===== config.mk =====
export PLATFORM = sky130hd
export DESIGN_NAME = jitter_cipher_seq
export DESIGN_NICKNAME = d
export VERILOG_FILES = /design/src/rtl/jcs_pkg.sv /design/src/rtl/jcs_lfsr.sv /design/src/rtl/jcs_delay_counter.sv /design/src/rtl/jcs_core_model.sv /design/src/rtl/jitter_cipher_seq.sv
export SDC_FILE = /design/constraint.sdc
export NUM_CORES = 1
export LEC_CHECK = 0
export BUFFER_PORTS_ARGS = -buffer_cell sky130_fd_sc_hd__clkbuf_2
export CAP_MARGIN = 5
export CORE_AREA = 2 2 67 69
export CTS_CLUSTER_SIZE = 16
export DETAILED_ROUTE_END_ITERATION = 8
export DIE_AREA = 0 0 69 71
export PLACE_DENSITY = 0.64
export SYNTH_ARGS = -nofsm -noshare
export SYNTH_HDL_FRONTEND = slang
export SYNTH_SLANG_ARGS = --single-unit

===== constraint.sdc =====
create_clock -name clk -period 3.23 [get_ports clk]
set_input_delay 0.4845 -clock clk [delete_from_list [all_inputs] [get_ports clk]]
set_output_delay 0.4845 -clock clk [all_outputs]
set_load 0.02 [all_outputs]

===== src/rtl/jcs_pkg.sv =====
// Shared types and helpers for the jittered cipher sequencer.
// Assumes: none beyond the users of the package.
package jcs_pkg;

    typedef enum logic [1:0] {
        ST_IDLE = 2'd0,
        ST_PRE  = 2'd1,
        ST_CORE = 2'd2,
        ST_POST = 2'd3
    } jcs_state_e;

    // Largest of three latencies, used to size counters.
    function automatic int unsigned max3(input int unsigned a, input int unsigned b,
                                         input int unsigned c);
        int unsigned m;
        m = (a > b) ? a : b;
        return (m > c) ? m : c;
    endfunction

endpackage


===== src/rtl/jcs_lfsr.sv =====
// Free-running Galois LFSR that supplies the jitter values.
// Assumes: TAPS is a maximal-length mask for width W; a zero seed is replaced by 1.
module jcs_lfsr #(
    parameter int unsigned W         = 16,
    parameter logic [W-1:0] TAPS      = 16'hB400,
    parameter logic [W-1:0] SEED_INIT = 16'hACE1
) (
    input  logic         clk,
    input  logic         rst_n,
    input  logic         load,
    input  logic [W-1:0] seed,
    output logic [W-1:0] value
);
    logic [W-1:0] q;
    logic [W-1:0] stepped;

    // Next state of a right-shifting Galois register.
    always_comb begin
        stepped = q >> 1;
        if (q[0]) stepped = stepped ^ TAPS;
    end

    // Advances every cycle, or takes the test seed.
    always_ff @(posedge clk) begin
        if (!rst_n)    q <= SEED_INIT;
        else if (load) q <= (seed == '0) ? {{(W-1){1'b0}}, 1'b1} : seed;
        else           q <= stepped;
    end

    assign value = q;

    assert_lfsr_nonzero_R5: assert property (@(posedge clk) disable iff (!rst_n)
        q != '0);
endmodule


===== src/rtl/jcs_delay_counter.sv =====
// Down counter for the pre and post padding; it stops at zero.
// Assumes: load has priority over counting.
module jcs_delay_counter #(
    parameter int unsigned W = 4
) (
    input  logic         clk,
    input  logic         rst_n,
    input  logic         load,
    input  logic [W-1:0] load_val,
    output logic         zero
);
    logic [W-1:0] cnt;

    // Loads a delay or counts it down to zero.
    always_ff @(posedge clk) begin
        if (!rst_n)          cnt <= '0;
        else if (load)       cnt <= load_val;
        else if (cnt != '0)  cnt <= cnt - 1'b1;
    end

    assign zero = (cnt == '0);
endmodule


===== src/rtl/jcs_core_model.sv =====
// Latency model of the cipher datapath: it runs for a fixed count per key size.
// Assumes: go is only asserted while the model is idle.
module jcs_core_model #(
    parameter int unsigned LAT_A = 55,
    parameter int unsigned LAT_B = 70,
    parameter int unsigned LAT_C = 75
) (
    input  logic       clk,
    input  logic       rst_n,
    input  logic       go,
    input  logic [1:0] key_sel,
    output logic       active,
    output logic       fin
);
    import jcs_pkg::*;
    localparam int unsigned LMAX = max3(LAT_A, LAT_B, LAT_C);
    localparam int unsigned CW   = $clog2(LMAX);

    logic [CW-1:0] ccnt;
    logic [CW-1:0] load_v;

    // Start value for the selected key size.
    always_comb begin
        case (key_sel)
            2'd0:    load_v = CW'(LAT_A - 1);
            2'd1:    load_v = CW'(LAT_B - 1);
            default: load_v = CW'(LAT_C - 1);
        endcase
    end

    assign fin = active && (ccnt == '0);

    // Runs the latency window.
    always_ff @(posedge clk) begin
        if (!rst_n) begin
            active <= 1'b0;
            ccnt   <= '0;
        end else if (go) begin
            active <= 1'b1;
            ccnt   <= load_v;
        end else if (active) begin
            if (ccnt == '0) active <= 1'b0;
            else            ccnt   <= ccnt - 1'b1;
        end
    end

    assert_core_ends_R3: assert property (@(posedge clk) disable iff (!rst_n)
        fin |=> !active);
    assert_core_bound_R2: assert property (@(posedge clk) disable iff (!rst_n)
        active |-> (32'(ccnt) < LMAX));
endmodule


===== src/rtl/jitter_cipher_seq.sv =====
// Sequencer for one cipher operation, with optional random padding before and after.
// Assumes: start, clr_done, clr_err and seed_load are synchronous one-cycle pulses.
module jitter_cipher_seq #(
    parameter int unsigned LAT_128   = 55,
    parameter int unsigned LAT_192   = 70,
    parameter int unsigned LAT_256   = 75,
    parameter int unsigned DLY_W     = 4,
    parameter int unsigned LFSR_W    = 16,
    parameter logic [LFSR_W-1:0] LFSR_TAPS = 16'hB400
) (
    input  logic              clk,
    input  logic              rst_n,
    input  logic              start,
    input  logic [1:0]        key_len,
    input  logic              decrypt,
    input  logic              jitter_en,
    input  logic              irq_en,
    input  logic              clr_done,
    input  logic              clr_err,
    input  logic              seed_load,
    input  logic [LFSR_W-1:0] seed,
    output logic              busy,
    output logic              core_active,
    output logic              op_decrypt,
    output logic              done,
    output logic              err,
    output logic              irq
);
    import jcs_pkg::*;

    jcs_state_e        state, nxt;
    logic              jit_q, dec_q, done_q, err_q;
    logic [1:0]        key_q;
    logic [LFSR_W-1:0] rnd;
    logic [DLY_W-1:0]  pre_draw, post_draw, dc_val;
    logic              dc_load, dc_zero, core_go, core_fin, set_done;

    jcs_lfsr #(.W(LFSR_W), .TAPS(LFSR_TAPS)) u_lfsr (
        .clk(clk), .rst_n(rst_n), .load(seed_load), .seed(seed), .value(rnd));

    jcs_delay_counter #(.W(DLY_W)) u_dly (
        .clk(clk), .rst_n(rst_n), .load(dc_load), .load_val(dc_val), .zero(dc_zero));

    jcs_core_model #(.LAT_A(LAT_128), .LAT_B(LAT_192), .LAT_C(LAT_256)) u_core (
        .clk(clk), .rst_n(rst_n), .go(core_go), .key_sel(key_q),
        .active(core_active), .fin(core_fin));

    // Separate LFSR fields for the two delays; zero when padding is off.
    assign pre_draw  = jitter_en ? rnd[DLY_W-1:0]       : '0;
    assign post_draw = jit_q     ? rnd[2*DLY_W-1:DLY_W] : '0;

    // Phase sequencing: pre padding, core, post padding.
    always_comb begin
        nxt      = state;
        dc_load  = 1'b0;
        dc_val   = '0;
        core_go  = 1'b0;
        set_done = 1'b0;
        case (state)
            ST_IDLE: if (start) begin
                nxt     = ST_PRE;
                dc_load = 1'b1;
                dc_val  = pre_draw;
            end
            ST_PRE: if (dc_zero) begin
                core_go = 1'b1;
                nxt     = ST_CORE;
            end
            ST_CORE: if (core_fin) begin
                if (post_draw == '0) begin
                    set_done = 1'b1;
                    nxt      = ST_IDLE;
                end else begin
                    dc_load = 1'b1;
                    dc_val  = post_draw - 1'b1;
                    nxt     = ST_POST;
                end
            end
            default: if (dc_zero) begin
                set_done = 1'b1;
                nxt      = ST_IDLE;
            end
        endcase
    end

    // State register and the operation attributes latched at start.
    always_ff @(posedge clk) begin
        if (!rst_n) begin
            state <= ST_IDLE;
            jit_q <= 1'b0;
            key_q <= 2'd0;
            dec_q <= 1'b0;
        end else begin
            state <= nxt;
            if (state == ST_IDLE && start) begin
                jit_q <= jitter_en;
                key_q <= key_len;
                dec_q <= decrypt;
            end
        end
    end

    // Sticky status flags; setting wins over clearing.
    always_ff @(posedge clk) begin
        if (!rst_n) begin
            done_q <= 1'b0;
            err_q  <= 1'b0;
        end else begin
            if (set_done)      done_q <= 1'b1;
            else if (clr_done) done_q <= 1'b0;
            if (start && state != ST_IDLE) err_q <= 1'b1;
            else if (clr_err)              err_q <= 1'b0;
        end
    end

    assign busy       = (state != ST_IDLE);
    assign op_decrypt = dec_q;
    assign done       = done_q;
    assign err        = err_q;
    assign irq        = done_q & irq_en;

    assert_err_cause_R8: assert property (@(posedge clk) disable iff (!rst_n)
        $rose(err) |-> $past(start && busy));
    assert_key_stable_R8: assert property (@(posedge clk) disable iff (!rst_n)
        (busy && $past(busy)) |-> $stable(key_q));
    assert_done_after_busy_R7: assert property (@(posedge clk) disable iff (!rst_n)
        $rose(done) |-> ($past(busy) && !busy));
    assert_irq_gated_R10: assert property (@(posedge clk) disable iff (!rst_n)
        irq |-> done);
    assert_nojit_pre_R2: assert property (@(posedge clk) disable iff (!rst_n)
        (state == ST_PRE && !jit_q) |-> dc_zero);
    assert_post_needs_jit_R4: assert property (@(posedge clk) disable iff (!rst_n)
        (state == ST_POST) |-> jit_q);
endmodule


==> results of run 1 <==
cells by family after synthesis:
logic type	count (synthesis)	share of synthesized area [%]
muxes	17	9.49
AOI/OAI and AO/OA	41	16.0
adders and majority gates	4	2.73
buffers and inverters	17	3.82
xor gates and xnor gates	7	3.34
DFF	36	39.3
and+or+nand+nor	82	25.3
power by group through the flow:
stage                     clock network (mW)  registers [mW]  logic, mW
final                                  0.329           0.676      0.732
after global routing                   0.354           0.696      0.814
after CTS                              0.332           0.676      0.734
after detailed placement                   0           0.683      0.731
after global placement                     0           0.683      0.729
after floorplan                            0           0.649      0.595
registers in the layout (all words and copies together), names as in the netlist:
register,cells
op_decrypt,1
u_core.ccnt,7
u_core.active,1
done,1
err,1
u_dly.cnt,4
state,2
u_lfsr.value,16
key_q,2
jit_q,1
worst reg2reg max path, cell delays in order (launching register included):
cell and delay, ps:
sky130_fd_sc_hd__dfxtp_1 360, sky130_fd_sc_hd__inv_1 100, sky130_fd_sc_hd__ha_1 200, sky130_fd_sc_hd__nor4b_4 420, sky130_fd_sc_hd__nand2_1 220, sky130_fd_sc_hd__or3_1 340, sky130_fd_sc_hd__a31oi_1 150
metrics by stage:
step	cell area [um2]	cells
after floorplan	1830	204
final	2110	288
after CTS	2110	288
after detailed placement	2020	280
after global routing	2110	288
after global placement	2020	280
per-layer routing:
layer / up-vias / track usage [%]
met5: - / 0
met4: 0 / 7.41
met2: 50 / 26.4
met1: 715 / 22.3
met3: 7 / 3.99
li1: 801 / -
final timing paths:
kind	startpoint	to	slack [ps]
setup / recovery	u_core.ccnt[0]	u_dly.cnt[1]	1360
hold / removal	decrypt	op_decrypt	420
setup reg to reg	u_core.ccnt[0]	u_dly.cnt[1]	1360
hold reg to reg	u_lfsr.value[8]	u_lfsr.value[7]	450
layout by cell type, fill, tap and decap left out, drive strengths merged, types with 2 or more instances in the layout:
| master | n |
|---|---|
| clkbuf | 40 |
| dfxtp | 36 |
| nand2 | 24 |
| nor2 | 20 |
| mux2i | 14 |
| a21oi | 14 |
| inv | 9 |
| nand3 | 7 |
| nor3 | 5 |
| a211oi | 5 |
| or4 | 5 |
| a31oi | 4 |
| xnor2 | 4 |
| ha | 4 |
| and2 | 3 |
| xor2 | 3 |
| o211ai | 3 |
| mux2 | 3 |
| o41ai | 3 |
| nand4 | 2 |
| nor2b | 2 |
| o21ai | 2 |
| nor4b | 2 |
| nor3b | 2 |
| nand3b | 2 |
| and3 | 2 |
cell type report:
| class | instances | area, um2 | share of cell area (%) |
|---|---|---|---|
| Tap cell | 52 | 65.1 | 3.08 |
| Inverter | 9 | 33.8 | 1.60 |
| Timing Repair Buffer | 32 | 160 | 7.58 |
| Multi-Input combinational cell | 151 | 1040 | 49.3 |
| Clock buffer | 8 | 90.1 | 4.27 |
| Sequential cell | 36 | 721 | 34.1 |
==> metrics.txt, run 1 <==
# TYPE chip_impl_metric gauge
chip_impl_metric{name="synth_fp_nets",unit=""} 235
chip_impl_metric{name="hold_viol",unit=""} 0
chip_impl_metric{name="synth_enable_flop_cells",unit=""} 0
chip_impl_info{name="crit_path_start_kind",value="register"} 1
chip_impl_info{name="synthTopCellsByCount",value="36 x sky130_fd_sc_hd__dfxtp_1, 24 x sky130_fd_sc_hd__nand2_1, 20 x sky130_fd_sc_hd__nor2_1, 14 x sky130_fd_sc_hd__a21oi_1, 14 x sky130_fd_sc_hd__mux2i_1"} 1
chip_impl_metric{name="cts_hold_buffers",unit=""} 0
chip_impl_metric{name="area_fraction_of_the_dominant_cell_type_after_synthesis",unit="%"} 39.3
chip_impl_metric{name="layout_worst_path_cycle_share",unit="%"} 58.0
chip_impl_info{name="synth_ff_type",value="sky130_fd_sc_hd__dfxtp_1"} 1
chip_impl_info{name="cts-root-buf",value="sky130_fd_sc_hd__clkbuf_8"} 1
chip_impl_metric{name="clock_latency",unit="ps"} 280
chip_impl_metric{name="required",unit="ps"} 3430
chip_impl_metric{name="sequential_share_of_the_synthesized_area",unit="%"} 39.3
chip_impl_metric{name="finalCoreUtilization",unit="%"} 50.2
chip_impl_metric{name="whs",unit="ps"} 418
chip_impl_metric{name="worstRegToRegCells",unit=""} 6
chip_impl_metric{name="drt_iter0_markers",unit=""} 84
chip_impl_metric{name="top_level_ports",unit=""} 33
chip_impl_info{name="critPathTopFamily",value="simple AND/OR/NAND/NOR gates"} 1
chip_impl_metric{name="detail_route.wirelength.met1",unit="um"} 1920
chip_impl_metric{name="wl_met3",unit="um"} 210
chip_impl_info{name="critPathCaptureType",value="register"} 1
chip_impl_metric{name="layout-drive-gt1-share",unit="%"} 21.2
chip_impl_metric{name="pre_cts_slack",unit="ps"} 1380
chip_impl_metric{name="critical_path.n_buffers_inverters",unit=""} 1
chip_impl_metric{name="met2_length",unit="um"} 1760
chip_impl_metric{name="p_sw",unit="uW"} 681
chip_impl_metric{name="p_total",unit="mW"} 1.74
chip_impl_info{name="synthMostInstantiatedCell",value="sky130_fd_sc_hd__dfxtp_1"} 1
chip_impl_metric{name="area.growth.synth_to_final",unit="%"} 15.2
chip_impl_metric{name="cp.arrival",unit="ps"} 2080
chip_impl_metric{name="count_of_buffers_from_port_buffering",unit=""} 32
chip_impl_metric{name="n_fill_cell",unit=""} 426
chip_impl_info{name="unrepaired_setup_endpoints_after_global_routing",value="false"} 1
chip_impl_metric{name="drt_pass1_iterations",unit=""} 4
chip_impl_metric{name="timing.final.ws_setup",unit="ps"} 1360
chip_impl_metric{name="cts_resized",unit=""} 0
chip_impl_metric{name="wl_per_cell",unit="um"} 13.8
chip_impl_metric{name="post_synth.cell_area_avg",unit="um2"} 8.99
chip_impl_info{name="synth_area_leader_cell",value="sky130_fd_sc_hd__dfxtp_1"} 1
chip_impl_metric{name="p_sw_share",unit="%"} 39.2
chip_impl_metric{name="sequentialPowerShare",unit="%"} 38.9
chip_impl_metric{name="power.ir.vdd_worst",unit="mV"} 0.311
chip_impl_metric{name="diodes_inserted",unit=""} 0
chip_impl_metric{name="p_int",unit="mW"} 1.06
chip_impl_metric{name="synth_cell_type_count",unit=""} 51
chip_impl_metric{name="grt_antenna_before_repair",unit=""} 0
chip_impl_metric{name="timing_worst_slew_pin_value",unit="ps"} 810
chip_impl_metric{name="total_die_area",unit="um2"} 4900
chip_impl_metric{name="design.core.area",unit="um2"} 4200
chip_impl_metric{name="htree_levels",unit=""} 2
chip_impl_metric{name="tritoncts_num_sinks",unit=""} 36
chip_impl_metric{name="dieWidth",unit="um"} 69
chip_impl_metric{name="fin_skew",unit="ps"} 4.95
chip_impl_metric{name="setup-violations-final",unit=""} 0
chip_impl_metric{name="globalRoute.totalOverflow",unit=""} 0
chip_impl_metric{name="initial_core_util",unit="%"} 43.6
chip_impl_metric{name="placement_rows",unit=""} 24
chip_impl_info{name="timing.critical_path.cells",value="inv_1 > ha_1 > nor4b_4 > nand2_1 > or3_1 > a31oi_1"} 1
chip_impl_metric{name="final_period_minus_worst_setup_slack",unit="ps"} 1870
chip_impl_metric{name="pwr-share-clk",unit="%"} 18.9
chip_impl_metric{name="gp_congestion",unit=""} 0.844
chip_impl_metric{name="grt_first_pass_wirelength",unit="um"} 6660
chip_impl_metric{name="finalWirelength",unit="um"} 3970
chip_impl_info{name="synth.area.top_cells",value="sky130_fd_sc_hd__dfxtp_1 39%, sky130_fd_sc_hd__mux2i_1 7.6%, sky130_fd_sc_hd__nand2_1 4.9%"} 1
chip_impl_metric{name="ctsLongestPathBuffers",unit=""} 2
chip_impl_metric{name="vias",unit=""} 1573
chip_impl_metric{name="p_leak",unit="nW"} 0.876
chip_impl_metric{name="number_of_stages_on_the_worst_hold_path",unit=""} 3
chip_impl_info{name="tritoncts_clock_tree",value="done"} 1
chip_impl_metric{name="number_of_maximum_capacitance_violations",unit=""} 0
chip_impl_metric{name="detail_route.drc_violations",unit=""} 0
chip_impl_metric{name="post_cts.repair.setup_buffers",unit=""} 0
chip_impl_metric{name="numCtsBuffers",unit=""} 5
chip_impl_metric{name="synth_async_sr_flop_share",unit="%"} 0
chip_impl_metric{name="critical_path_depth",unit=""} 6
chip_impl_metric{name="die_h",unit="um"} 71
chip_impl_info{name="worst-setup-path-type",value="reg2reg"} 1
chip_impl_metric{name="power.density",unit="nW/um2"} 822
chip_impl_metric{name="antenna_left",unit=""} 0
chip_impl_metric{name="synth.cell_area",unit="um2"} 1830
chip_impl_metric{name="maxSlewViolCount",unit=""} 0
chip_impl_metric{name="ys_seq_elements",unit=""} 36
chip_impl_info{name="top_layer_used",value="met4"} 1
chip_impl_metric{name="timing.critical_path.slowest_cell_delay",unit="ps"} 420
chip_impl_metric{name="achievable-frequency",unit="GHz"} 0.534
chip_impl_metric{name="pin_count_of_the_biggest_net_entering_global_routing",unit=""} 24
chip_impl_metric{name="combPwrFrac",unit="%"} 42.2
chip_impl_metric{name="first_global_vias",unit=""} 1466
chip_impl_metric{name="gr-usage-all-layers",unit="%"} 16.9
chip_impl_metric{name="num-nets-final",unit=""} 266
chip_impl_info{name="timing.hold.worst.class",value="in2reg"} 1
chip_impl_metric{name="ys_warn_count",unit=""} 0
chip_impl_info{name="crit_slowest_cell",value="sky130_fd_sc_hd__nor4b_4"} 1
chip_impl_info{name="status",value="finished, final reports clean"} 1
chip_impl_metric{name="critPathMaxFanout",unit=""} 7
chip_impl_metric{name="synthesis.instances",unit=""} 204
chip_impl_metric{name="dp_hpwl",unit="um"} 2870
chip_impl_metric{name="tns_setup",unit="ps"} 0
chip_impl_metric{name="route.detailed.vias_per_inst",unit=""} 5.46
chip_impl_metric{name="clk_pin_slew_worst_paths",unit="ps"} 70
chip_impl_metric{name="max-slew-margin-rel",unit="%"} 46.0
No activity file was read; power rests on OpenSTA's default activity.
==> run 2: changes to the inputs <==
--- a/config.mk
+++ b/config.mk
@@ -5,13 +5,14 @@
 export SDC_FILE = /design/constraint.sdc
 export NUM_CORES = 1
 export LEC_CHECK = 0
+export ABC_AREA = 1
 export BUFFER_PORTS_ARGS = -buffer_cell sky130_fd_sc_hd__clkbuf_2
 export CAP_MARGIN = 5
-export CORE_AREA = 2 2 67 69
+export CORE_AREA = 2 2 69 71
 export CTS_CLUSTER_SIZE = 16
 export DETAILED_ROUTE_END_ITERATION = 8
-export DIE_AREA = 0 0 69 71
-export PLACE_DENSITY = 0.64
+export DIE_AREA = 0 0 71 73
+export PLACE_DENSITY = 0.63
 export SYNTH_ARGS = -nofsm -noshare
 export SYNTH_HDL_FRONTEND = slang
 export SYNTH_SLANG_ARGS = --single-unit
==> constraint.sdc (replaced) <==
create_clock -name clk -period 1.9 [get_ports clk]
set_input_delay 0.285 -clock clk [delete_from_list [all_inputs] [get_ports clk]]
set_output_delay 0.285 -clock clk [all_outputs]
set_load 0.02 [all_outputs]
==> metrics.txt, run 2 <==
# TYPE chip_impl_metric gauge
chip_impl_info{name="status",value="finished, final reports clean"} 1
chip_impl_metric{name="antenna_left",unit=""} 0
chip_impl_info{name="tritoncts_clock_tree",value="done"} 1
chip_impl_metric{name="total_die_area",unit="um2"} 5180
chip_impl_metric{name="gr-usage-all-layers",unit="%"} 17.0
chip_impl_info{name="synth_area_leader_cell",value="sky130_fd_sc_hd__dfxtp_1"} 1
chip_impl_metric{name="pre_cts_slack",unit="ps"} 345
chip_impl_metric{name="layout-drive-gt1-share",unit="%"} 21.7
chip_impl_metric{name="max-slew-margin-rel",unit="%"} 74.4
chip_impl_info{name="setup.worst_path.end",value="u_dly.cnt[0]"} 1
chip_impl_metric{name="grt_first_pass_wirelength",unit="um"} 6920
chip_impl_metric{name="drt_pass1_iterations",unit=""} 4
chip_impl_metric{name="critPathMaxFanout",unit=""} 6
chip_impl_metric{name="number_of_maximum_capacitance_violations",unit=""} 0
chip_impl_metric{name="first_global_vias",unit=""} 1607
chip_impl_metric{name="synthesis.instances",unit=""} 270
chip_impl_metric{name="drt_iter0_markers",unit=""} 59
chip_impl_metric{name="synth_enable_flop_cells",unit=""} 0
chip_impl_metric{name="synth_cell_type_count",unit=""} 33
chip_impl_metric{name="worstRegToRegCells",unit=""} 11
chip_impl_metric{name="post_dp_cell_area",unit="um2"} 2130
chip_impl_info{name="worst_setup_sp",value="u_core.ccnt[0]"} 1
chip_impl_info{name="synthMostInstantiatedCell",value="sky130_fd_sc_hd__nand2_1"} 1
chip_impl_metric{name="post_cts.repair.setup_buffers",unit=""} 0
chip_impl_info{name="crit_path_start_kind",value="register"} 1
chip_impl_metric{name="globalRoute.totalOverflow",unit=""} 0
chip_impl_metric{name="n_fill_cell",unit=""} 461
chip_impl_metric{name="cts_hold_buffers",unit=""} 0
chip_impl_metric{name="layout_worst_path_cycle_share",unit="%"} 81.8
chip_impl_metric{name="num-nets-final",unit=""} 335
chip_impl_metric{name="ys_warn_count",unit=""} 0
chip_impl_metric{name="whs",unit="ps"} 219
chip_impl_metric{name="timing.final.ws_setup",unit="ps"} 346
chip_impl_info{name="regToRegEndpoint",value="u_dly.cnt[0]"} 1
chip_impl_info{name="layout_common_cells",value="43 x sky130_fd_sc_hd__nand2_1, 37 x sky130_fd_sc_hd__inv_1, 36 x sky130_fd_sc_hd__dfxtp_1"} 1
chip_impl_metric{name="fin_skew",unit="ps"} 3.72
chip_impl_metric{name="vias",unit=""} 1711
chip_impl_info{name="cpMostUsedCell",value="sky130_fd_sc_hd__nor2_1"} 1
chip_impl_metric{name="area.growth.synth_to_final",unit="%"} 15.9
chip_impl_metric{name="p_total",unit="mW"} 3.26
chip_impl_metric{name="final_area",unit="um2"} 2230
chip_impl_metric{name="tns_setup",unit="ps"} 0
chip_impl_metric{name="clock_latency",unit="ps"} 290
chip_impl_metric{name="gp_congestion",unit=""} 0.853
chip_impl_info{name="timing.hold.worst.class",value="in2reg"} 1
chip_impl_metric{name="tritoncts_num_sinks",unit=""} 36
chip_impl_metric{name="finalWirelength",unit="um"} 3940
chip_impl_metric{name="p_leak",unit="nW"} 1.13
chip_impl_info{name="synth.area.top_cells",value="sky130_fd_sc_hd__dfxtp_1 37%, sky130_fd_sc_hd__nand2_1 8.4%, sky130_fd_sc_hd__inv_1 7.2%"} 1
chip_impl_metric{name="maxSlewViolCount",unit=""} 0
chip_impl_metric{name="wl_per_cell",unit="um"} 11.0
chip_impl_metric{name="power.density",unit="nW/um2"} 1460
chip_impl_metric{name="pin_count_of_the_biggest_net_entering_global_routing",unit=""} 26
chip_impl_metric{name="synth_async_sr_flop_share",unit="%"} 0
chip_impl_metric{name="power.ir.vdd_worst",unit="mV"} 0.613
chip_impl_metric{name="detail_route.drc_violations",unit=""} 0
chip_impl_metric{name="synth.cell_area",unit="um2"} 1930
chip_impl_metric{name="timing_worst_slew_pin_value",unit="ps"} 381
chip_impl_info{name="leading_cell_type_in_the_layout_fill_and_taps_excluded",value="sky130_fd_sc_hd__nand2_1"} 1
chip_impl_metric{name="largest_reg_flops",unit=""} 16
chip_impl_metric{name="area_fraction_of_the_dominant_cell_type_after_synthesis",unit="%"} 37.4
chip_impl_metric{name="htree_levels",unit=""} 2
chip_impl_metric{name="design.core.area",unit="um2"} 4540
chip_impl_metric{name="hold_viol",unit=""} 0
chip_impl_info{name="unrepaired_setup_endpoints_after_global_routing",value="false"} 1
chip_impl_metric{name="timing.critical_path.slowest_cell_delay",unit="ps"} 310
chip_impl_metric{name="diodes_inserted",unit=""} 0
chip_impl_metric{name="count_of_buffers_from_port_buffering",unit=""} 32
chip_impl_metric{name="post_synth.cell_area_avg",unit="um2"} 7.13
chip_impl_metric{name="initial_core_util",unit="%"} 42.5
chip_impl_info{name="cts-root-buf",value="sky130_fd_sc_hd__clkbuf_8"} 1
chip_impl_metric{name="dp_hpwl",unit="um"} 2990
chip_impl_metric{name="final_period_minus_worst_setup_slack",unit="ps"} 1550
chip_impl_metric{name="ctsLongestPathBuffers",unit=""} 2
chip_impl_info{name="reg2reg_from",value="u_core.ccnt[0]"} 1
chip_impl_info{name="worst-setup-path-type",value="reg2reg"} 1
chip_impl_info{name="synth_ff_type",value="sky130_fd_sc_hd__dfxtp_1"} 1
chip_impl_metric{name="required",unit="ps"} 2080
chip_impl_metric{name="sequential_share_of_the_synthesized_area",unit="%"} 37.4
chip_impl_metric{name="cp.arrival",unit="ps"} 1740
chip_impl_metric{name="numCtsBuffers",unit=""} 5
chip_impl_metric{name="dieWidth",unit="um"} 71
chip_impl_metric{name="die_h",unit="um"} 73
chip_impl_metric{name="route.detailed.vias_per_inst",unit=""} 4.78
chip_impl_metric{name="cts_resized",unit=""} 0
chip_impl_metric{name="regToRegSetupSlack",unit="ps"} 350
chip_impl_info{name="synthTopCellsByCount",value="43 x sky130_fd_sc_hd__nand2_1, 37 x sky130_fd_sc_hd__inv_1, 36 x sky130_fd_sc_hd__dfxtp_1, 33 x sky130_fd_sc_hd__nor2_1, 27 x sky130_fd_sc_hd__o21ai_0"} 1
chip_impl_metric{name="grt_antenna_before_repair",unit=""} 0
chip_impl_metric{name="clk_pin_slew_worst_paths",unit="ps"} 70
chip_impl_info{name="timing.critical_path.cells",value="inv_1 > ha_1 > inv_1 > nor2_1 > nand3_4 > nor2_8 > nand2_4 > nand2_8 > inv_2 > nor2_1 > nor2_1"} 1
chip_impl_metric{name="synth_fp_nets",unit=""} 301
chip_impl_metric{name="placement_rows",unit=""} 25
chip_impl_metric{name="achievable-frequency",unit="GHz"} 0.643
chip_impl_metric{name="top_level_ports",unit=""} 33
chip_impl_metric{name="ys_seq_elements",unit=""} 36
chip_impl_metric{name="setup-violations-final",unit=""} 0
chip_impl_info{name="critPathCaptureType",value="register"} 1
chip_impl_info{name="crit_slowest_cell",value="sky130_fd_sc_hd__dfxtp_1"} 1
[run 2: cell types whose count changed after synthesis, sizes merged, moves of 4 or more]
cell,delta
inv,+33
o21ai,+31
nand2,+26
nor2,+23
mux2i,-14
nand3,+12
a21oi,+6
a211oi,-5
or4,-5
nor3,-4
[run 2: kinds of logic after synthesis]
logic type               count (synthesis)  synth area share (%)
AND/OR/NAND/NOR                        118                  31.8
AO/OA/AOI/OAI                           57                  15.7
buffers and inverters                   49                  9.75
flip-flops                              36                  37.4
XOR/XNOR                                 6                  2.73
adder cells (fa/ha/maj)                  4                  2.60
[run 2: layout make-up]
| cell class | count | area, um2 | area share [%] |
|---|---|---|---|
| Clock buffer | 7 | 96.3 | 4.32 |
| Multi-Input combinational cell | 185 | 1020 | 45.6 |
| Inverter | 43 | 161 | 7.24 |
| Sequential cell | 36 | 721 | 32.3 |
| Timing Repair Buffer | 33 | 168 | 7.52 |
| Tap cell | 54 | 67.6 | 3.03 |
[run 2: critical path, delay by kind of cell (launching register included)]
family,cells,cell delay [ps]
adder cells (fa/ha/maj),1,160
buffers and inverters,3,220
flip-flops,1,310
AND/OR/NAND/NOR,7,770
[run 2: worst min path at each step]
stage | from | end | slack, ps | cells after the start
after detailed placement | u_lfsr.value[12] | u_lfsr.value[11] | 430 | 2
after global placement | u_lfsr.value[12] | u_lfsr.value[11] | 420 | 2
after global routing | seed[10] | u_lfsr.value[10] | 230 | 3
after floorplan | seed[10] | u_lfsr.value[10] | 410 | 2
final | key_len[1] | key_q[1] | 220 | 3
after CTS | key_len[1] | key_q[1] | 220 | 3
[run 2: power by group]
part	internal [mW]	switching [mW]	total (mW)
clock network	0.323	0.268	0.591
registers	0.933	0.143	1.08
logic	0.593	0.997	1.59
total	1.85	1.41	3.26
[run 2: metal layers]
metal / vias up / track usage [%] / part of all wire [%]
met5: - / 0 / 0
met4: 0 / 7.55 / 1.7
met3: 4 / 4.42 / 5.4
met2: 40 / 28.8 / 45
met1: 734 / 20.3 / 47
li1: 933 / - / -
[run 2: metrics by stage]
| step | instances | utilization, % |
|---|---|---|
| global route | 358 | 49.2 |
| floorplan | 270 | - |
| CTS | 358 | 49.2 |
| finish | 358 | 49.2 |
| global placement | 351 | 47.1 |
| detailed placement | 351 | 47.1 |
==> run 3: changes to the inputs <==
--- a/config.mk
+++ b/config.mk
@@ -12,7 +12,7 @@
 export CTS_CLUSTER_SIZE = 16
 export DETAILED_ROUTE_END_ITERATION = 8
 export DIE_AREA = 0 0 71 73
-export PLACE_DENSITY = 0.63
+export PLACE_DENSITY = 0.66
 export SYNTH_ARGS = -nofsm -noshare
 export SYNTH_HDL_FRONTEND = slang
 export SYNTH_SLANG_ARGS = --single-unit
==> constraint.sdc (replaced) <==
create_clock -name clk -period 1.3 [get_ports clk]
set_input_delay 0.195 -clock clk [delete_from_list [all_inputs] [get_ports clk]]
set_output_delay 0.195 -clock clk [all_outputs]
set_load 0.02 [all_outputs]
==> metrics.txt, run 3 (synthesis results as in run 2) <==
# TYPE chip_impl_metric gauge
chip_impl_metric{name="achievable-frequency",unit="GHz"} 0.736
chip_impl_metric{name="n_fill_cell",unit=""} 422
chip_impl_metric{name="detail_route.drc_violations",unit=""} 0
chip_impl_info{name="crit_slowest_cell",value="sky130_fd_sc_hd__dfxtp_2"} 1
chip_impl_info{name="status",value="complete, but fails checks"} 1
chip_impl_metric{name="num-nets-final",unit=""} 351
chip_impl_metric{name="p_sw",unit="mW"} 2.31
chip_impl_metric{name="power.ir.vdd_worst",unit="mV"} 0.831
chip_impl_metric{name="critPathMaxFanout",unit=""} 6
chip_impl_metric{name="finalWirelength",unit="um"} 4250
chip_impl_metric{name="largest_reg_flops",unit=""} 16
chip_impl_metric{name="pin_count_of_the_biggest_net_entering_global_routing",unit=""} 15
chip_impl_metric{name="route.detailed.vias_per_inst",unit=""} 4.87
chip_impl_metric{name="max-slew-margin-rel",unit="%"} 75.2
chip_impl_metric{name="cts_hold_buffers",unit=""} 0
chip_impl_info{name="layout_common_cells",value="40 x sky130_fd_sc_hd__nand2_1, 35 x sky130_fd_sc_hd__dfxtp_1, 32 x sky130_fd_sc_hd__clkbuf_2"} 1
chip_impl_metric{name="fin_skew",unit="ps"} 6.63
chip_impl_metric{name="final_period_minus_worst_setup_slack",unit="ps"} 1360
chip_impl_info{name="worst-setup-path-type",value="reg2reg"} 1
chip_impl_metric{name="sequentialPowerShare",unit="%"} 29.5
chip_impl_metric{name="htree_levels",unit=""} 2
chip_impl_metric{name="die_h",unit="um"} 73
chip_impl_metric{name="grt_antenna_before_repair",unit=""} 0
chip_impl_info{name="reg2reg_from",value="u_core.ccnt[0]"} 1
chip_impl_metric{name="top_level_ports",unit=""} 33
chip_impl_metric{name="power.density",unit="nW/um2"} 2230
chip_impl_metric{name="area.growth.synth_to_final",unit="%"} 25.8
chip_impl_metric{name="globalRoute.totalOverflow",unit=""} 0
chip_impl_metric{name="timing.critical_path.slowest_cell_delay",unit="ps"} 340
chip_impl_metric{name="count_of_buffers_from_port_buffering",unit=""} 32
chip_impl_info{name="tritoncts_clock_tree",value="done"} 1
chip_impl_metric{name="placement_rows",unit=""} 25
chip_impl_metric{name="number_of_maximum_capacitance_violations",unit=""} 0
chip_impl_info{name="crit_path_start_kind",value="register"} 1
chip_impl_metric{name="grt_first_pass_wirelength",unit="um"} 7220
chip_impl_metric{name="ctsLongestPathBuffers",unit=""} 2
chip_impl_metric{name="first_global_vias",unit=""} 1662
chip_impl_metric{name="p_total",unit="mW"} 5.39
chip_impl_metric{name="design.core.area",unit="um2"} 4540
chip_impl_metric{name="timing.final.ws_setup",unit="ps"} -59.0
chip_impl_info{name="unrepaired_setup_endpoints_after_global_routing",value="true"} 1
chip_impl_metric{name="maxSlewViolCount",unit=""} 0
chip_impl_metric{name="required",unit="ps"} 1490
chip_impl_info{name="violations",value="setup timing"} 1
chip_impl_metric{name="dp_hpwl",unit="um"} 3210
chip_impl_metric{name="clock_latency",unit="ps"} 290
chip_impl_metric{name="hold_viol",unit=""} 0
chip_impl_info{name="leading_cell_type_in_the_layout_fill_and_taps_excluded",value="sky130_fd_sc_hd__nand2_1"} 1
chip_impl_metric{name="tritoncts_num_sinks",unit=""} 36
chip_impl_metric{name="pwr-share-clk",unit="%"} 15.3
chip_impl_metric{name="initial_core_util",unit="%"} 42.5
chip_impl_metric{name="setup-violations-final",unit=""} 10
chip_impl_metric{name="numCtsBuffers",unit=""} 5
chip_impl_info{name="critPathCaptureType",value="register"} 1
chip_impl_metric{name="clk_pin_slew_worst_paths",unit="ps"} 70
chip_impl_metric{name="gr-usage-all-layers",unit="%"} 17.6
chip_impl_info{name="timing.critical_path.cells",value="inv_4 > ha_4 > inv_2 > nor2_4 > nand3_4 > nor2_8 > nand2_4 > nand2_8 > nor2_2 > nor2_1 > nor2_1"} 1
chip_impl_info{name="hp-start",value="seed[10]"} 1
chip_impl_metric{name="wl_per_cell",unit="um"} 11.3
chip_impl_metric{name="timing_worst_slew_pin_value",unit="ps"} 370
chip_impl_metric{name="layout-drive-gt1-share",unit="%"} 31.5
chip_impl_metric{name="diodes_inserted",unit=""} 0
chip_impl_metric{name="drt_iter0_markers",unit=""} 60
chip_impl_metric{name="pre_cts_slack",unit="ps"} -73.4
chip_impl_info{name="cpMostUsedCell",value="sky130_fd_sc_hd__nor2_1"} 1
chip_impl_metric{name="combPwrFrac",unit="%"} 55.2
chip_impl_metric{name="total_die_area",unit="um2"} 5180
chip_impl_metric{name="drt_pass1_iterations",unit=""} 4
chip_impl_info{name="worst_setup_sp",value="u_core.ccnt[0]"} 1
chip_impl_info{name="timing.hold.worst.class",value="in2reg"} 1
chip_impl_metric{name="antenna_left",unit=""} 0
chip_impl_metric{name="cp.arrival",unit="ps"} 1550
chip_impl_info{name="cts-root-buf",value="sky130_fd_sc_hd__clkbuf_8"} 1
chip_impl_metric{name="dieWidth",unit="um"} 71
chip_impl_metric{name="p_int",unit="mW"} 3.08
chip_impl_metric{name="p_leak",unit="nW"} 1.21
chip_impl_metric{name="vias",unit=""} 1827
chip_impl_metric{name="p_sw_share",unit="%"} 42.9
chip_impl_metric{name="layout_worst_path_cycle_share",unit="%"} 105
chip_impl_metric{name="gp_congestion",unit=""} 0.938
run 3: cell types whose count changed in the layout (fill, tap and decap cells not counted), moves of 3 or more:
cell,delta
sky130_fd_sc_hd__buf_4,+16
sky130_fd_sc_hd__inv_1,-8
sky130_fd_sc_hd__inv_2,+6
sky130_fd_sc_hd__nor2_1,-5
sky130_fd_sc_hd__ha_1,-3
sky130_fd_sc_hd__nand2_1,-3
sky130_fd_sc_hd__nor2_2,+3
run 3: power groups by stage:
stage	logic (mW)	registers, mW	clock network (mW)
after global placement	2.71	1.60	0
final	2.98	1.59	0.823
after floorplan	2.00	1.59	0
after global routing	3.32	1.62	0.880
after detailed placement	2.69	1.60	0
after CTS	2.85	1.58	0.844
run 3: final cells by class:
| type | instances | area [um2] | share of cell area (%) |
|---|---|---|---|
| clock buffers | 8 | 90.1 | 3.72 |
| flip-flops and latches | 36 | 722 | 29.8 |
| repair buffers | 49 | 288 | 11.9 |
| well taps | 54 | 67.6 | 2.79 |
| inverters | 43 | 166 | 6.87 |
| multi-input cells | 185 | 1090 | 44.9 |
run 3: final timing paths:
path | slack [ps] | end | depth (start not counted)
max reg2reg | -60 | u_dly.cnt[3] | 11
max | -60 | u_dly.cnt[3] | 11
min reg2reg | 440 | u_lfsr.value[11] | 2
min | 140 | u_lfsr.value[10] | 3
run 3: layer usage:
| metal | GRT usage, % | vias to the layer above | wire length [um] |
|---|---|---|---|
| met1 | 21.7 | 808 | 1900 |
| met3 | 4.83 | 6 | 223 |
| li1 | - | 965 | - |
| met5 | 0 | - | 0 |
| met4 | 6.29 | 0 | 67 |
| met2 | 29.7 | 48 | 2060 |
run 3: critical path, delay by kind of cell (launching register included):
kind                       cells  cell delay, ps
DFF                            1             340
and+or+nand+nor                8             690
buffers and inverters          2             100
adders and majority gates      1             120
run 3: stage by stage:
step	cells	hold WS, ps	instance area (um2)	setup TNS [ps]	util [%]
finish	375	135	2420	-312	53.4
global route	375	154	2420	-1470	53.4
CTS	375	126	2390	-437	52.7
detailed placement	364	427	2260	-438	49.9
global placement	364	424	2260	-399	49.9
floorplan	270	316	1960	-6.73	-
run 3: what timing repair did:
action / 4_1_cts / 5_1_grt
setup endpoints to repair: 13 / 15
pin swaps: 0 / 2
gates resized for setup: 6 / 12
buffers inserted: 3 / 0
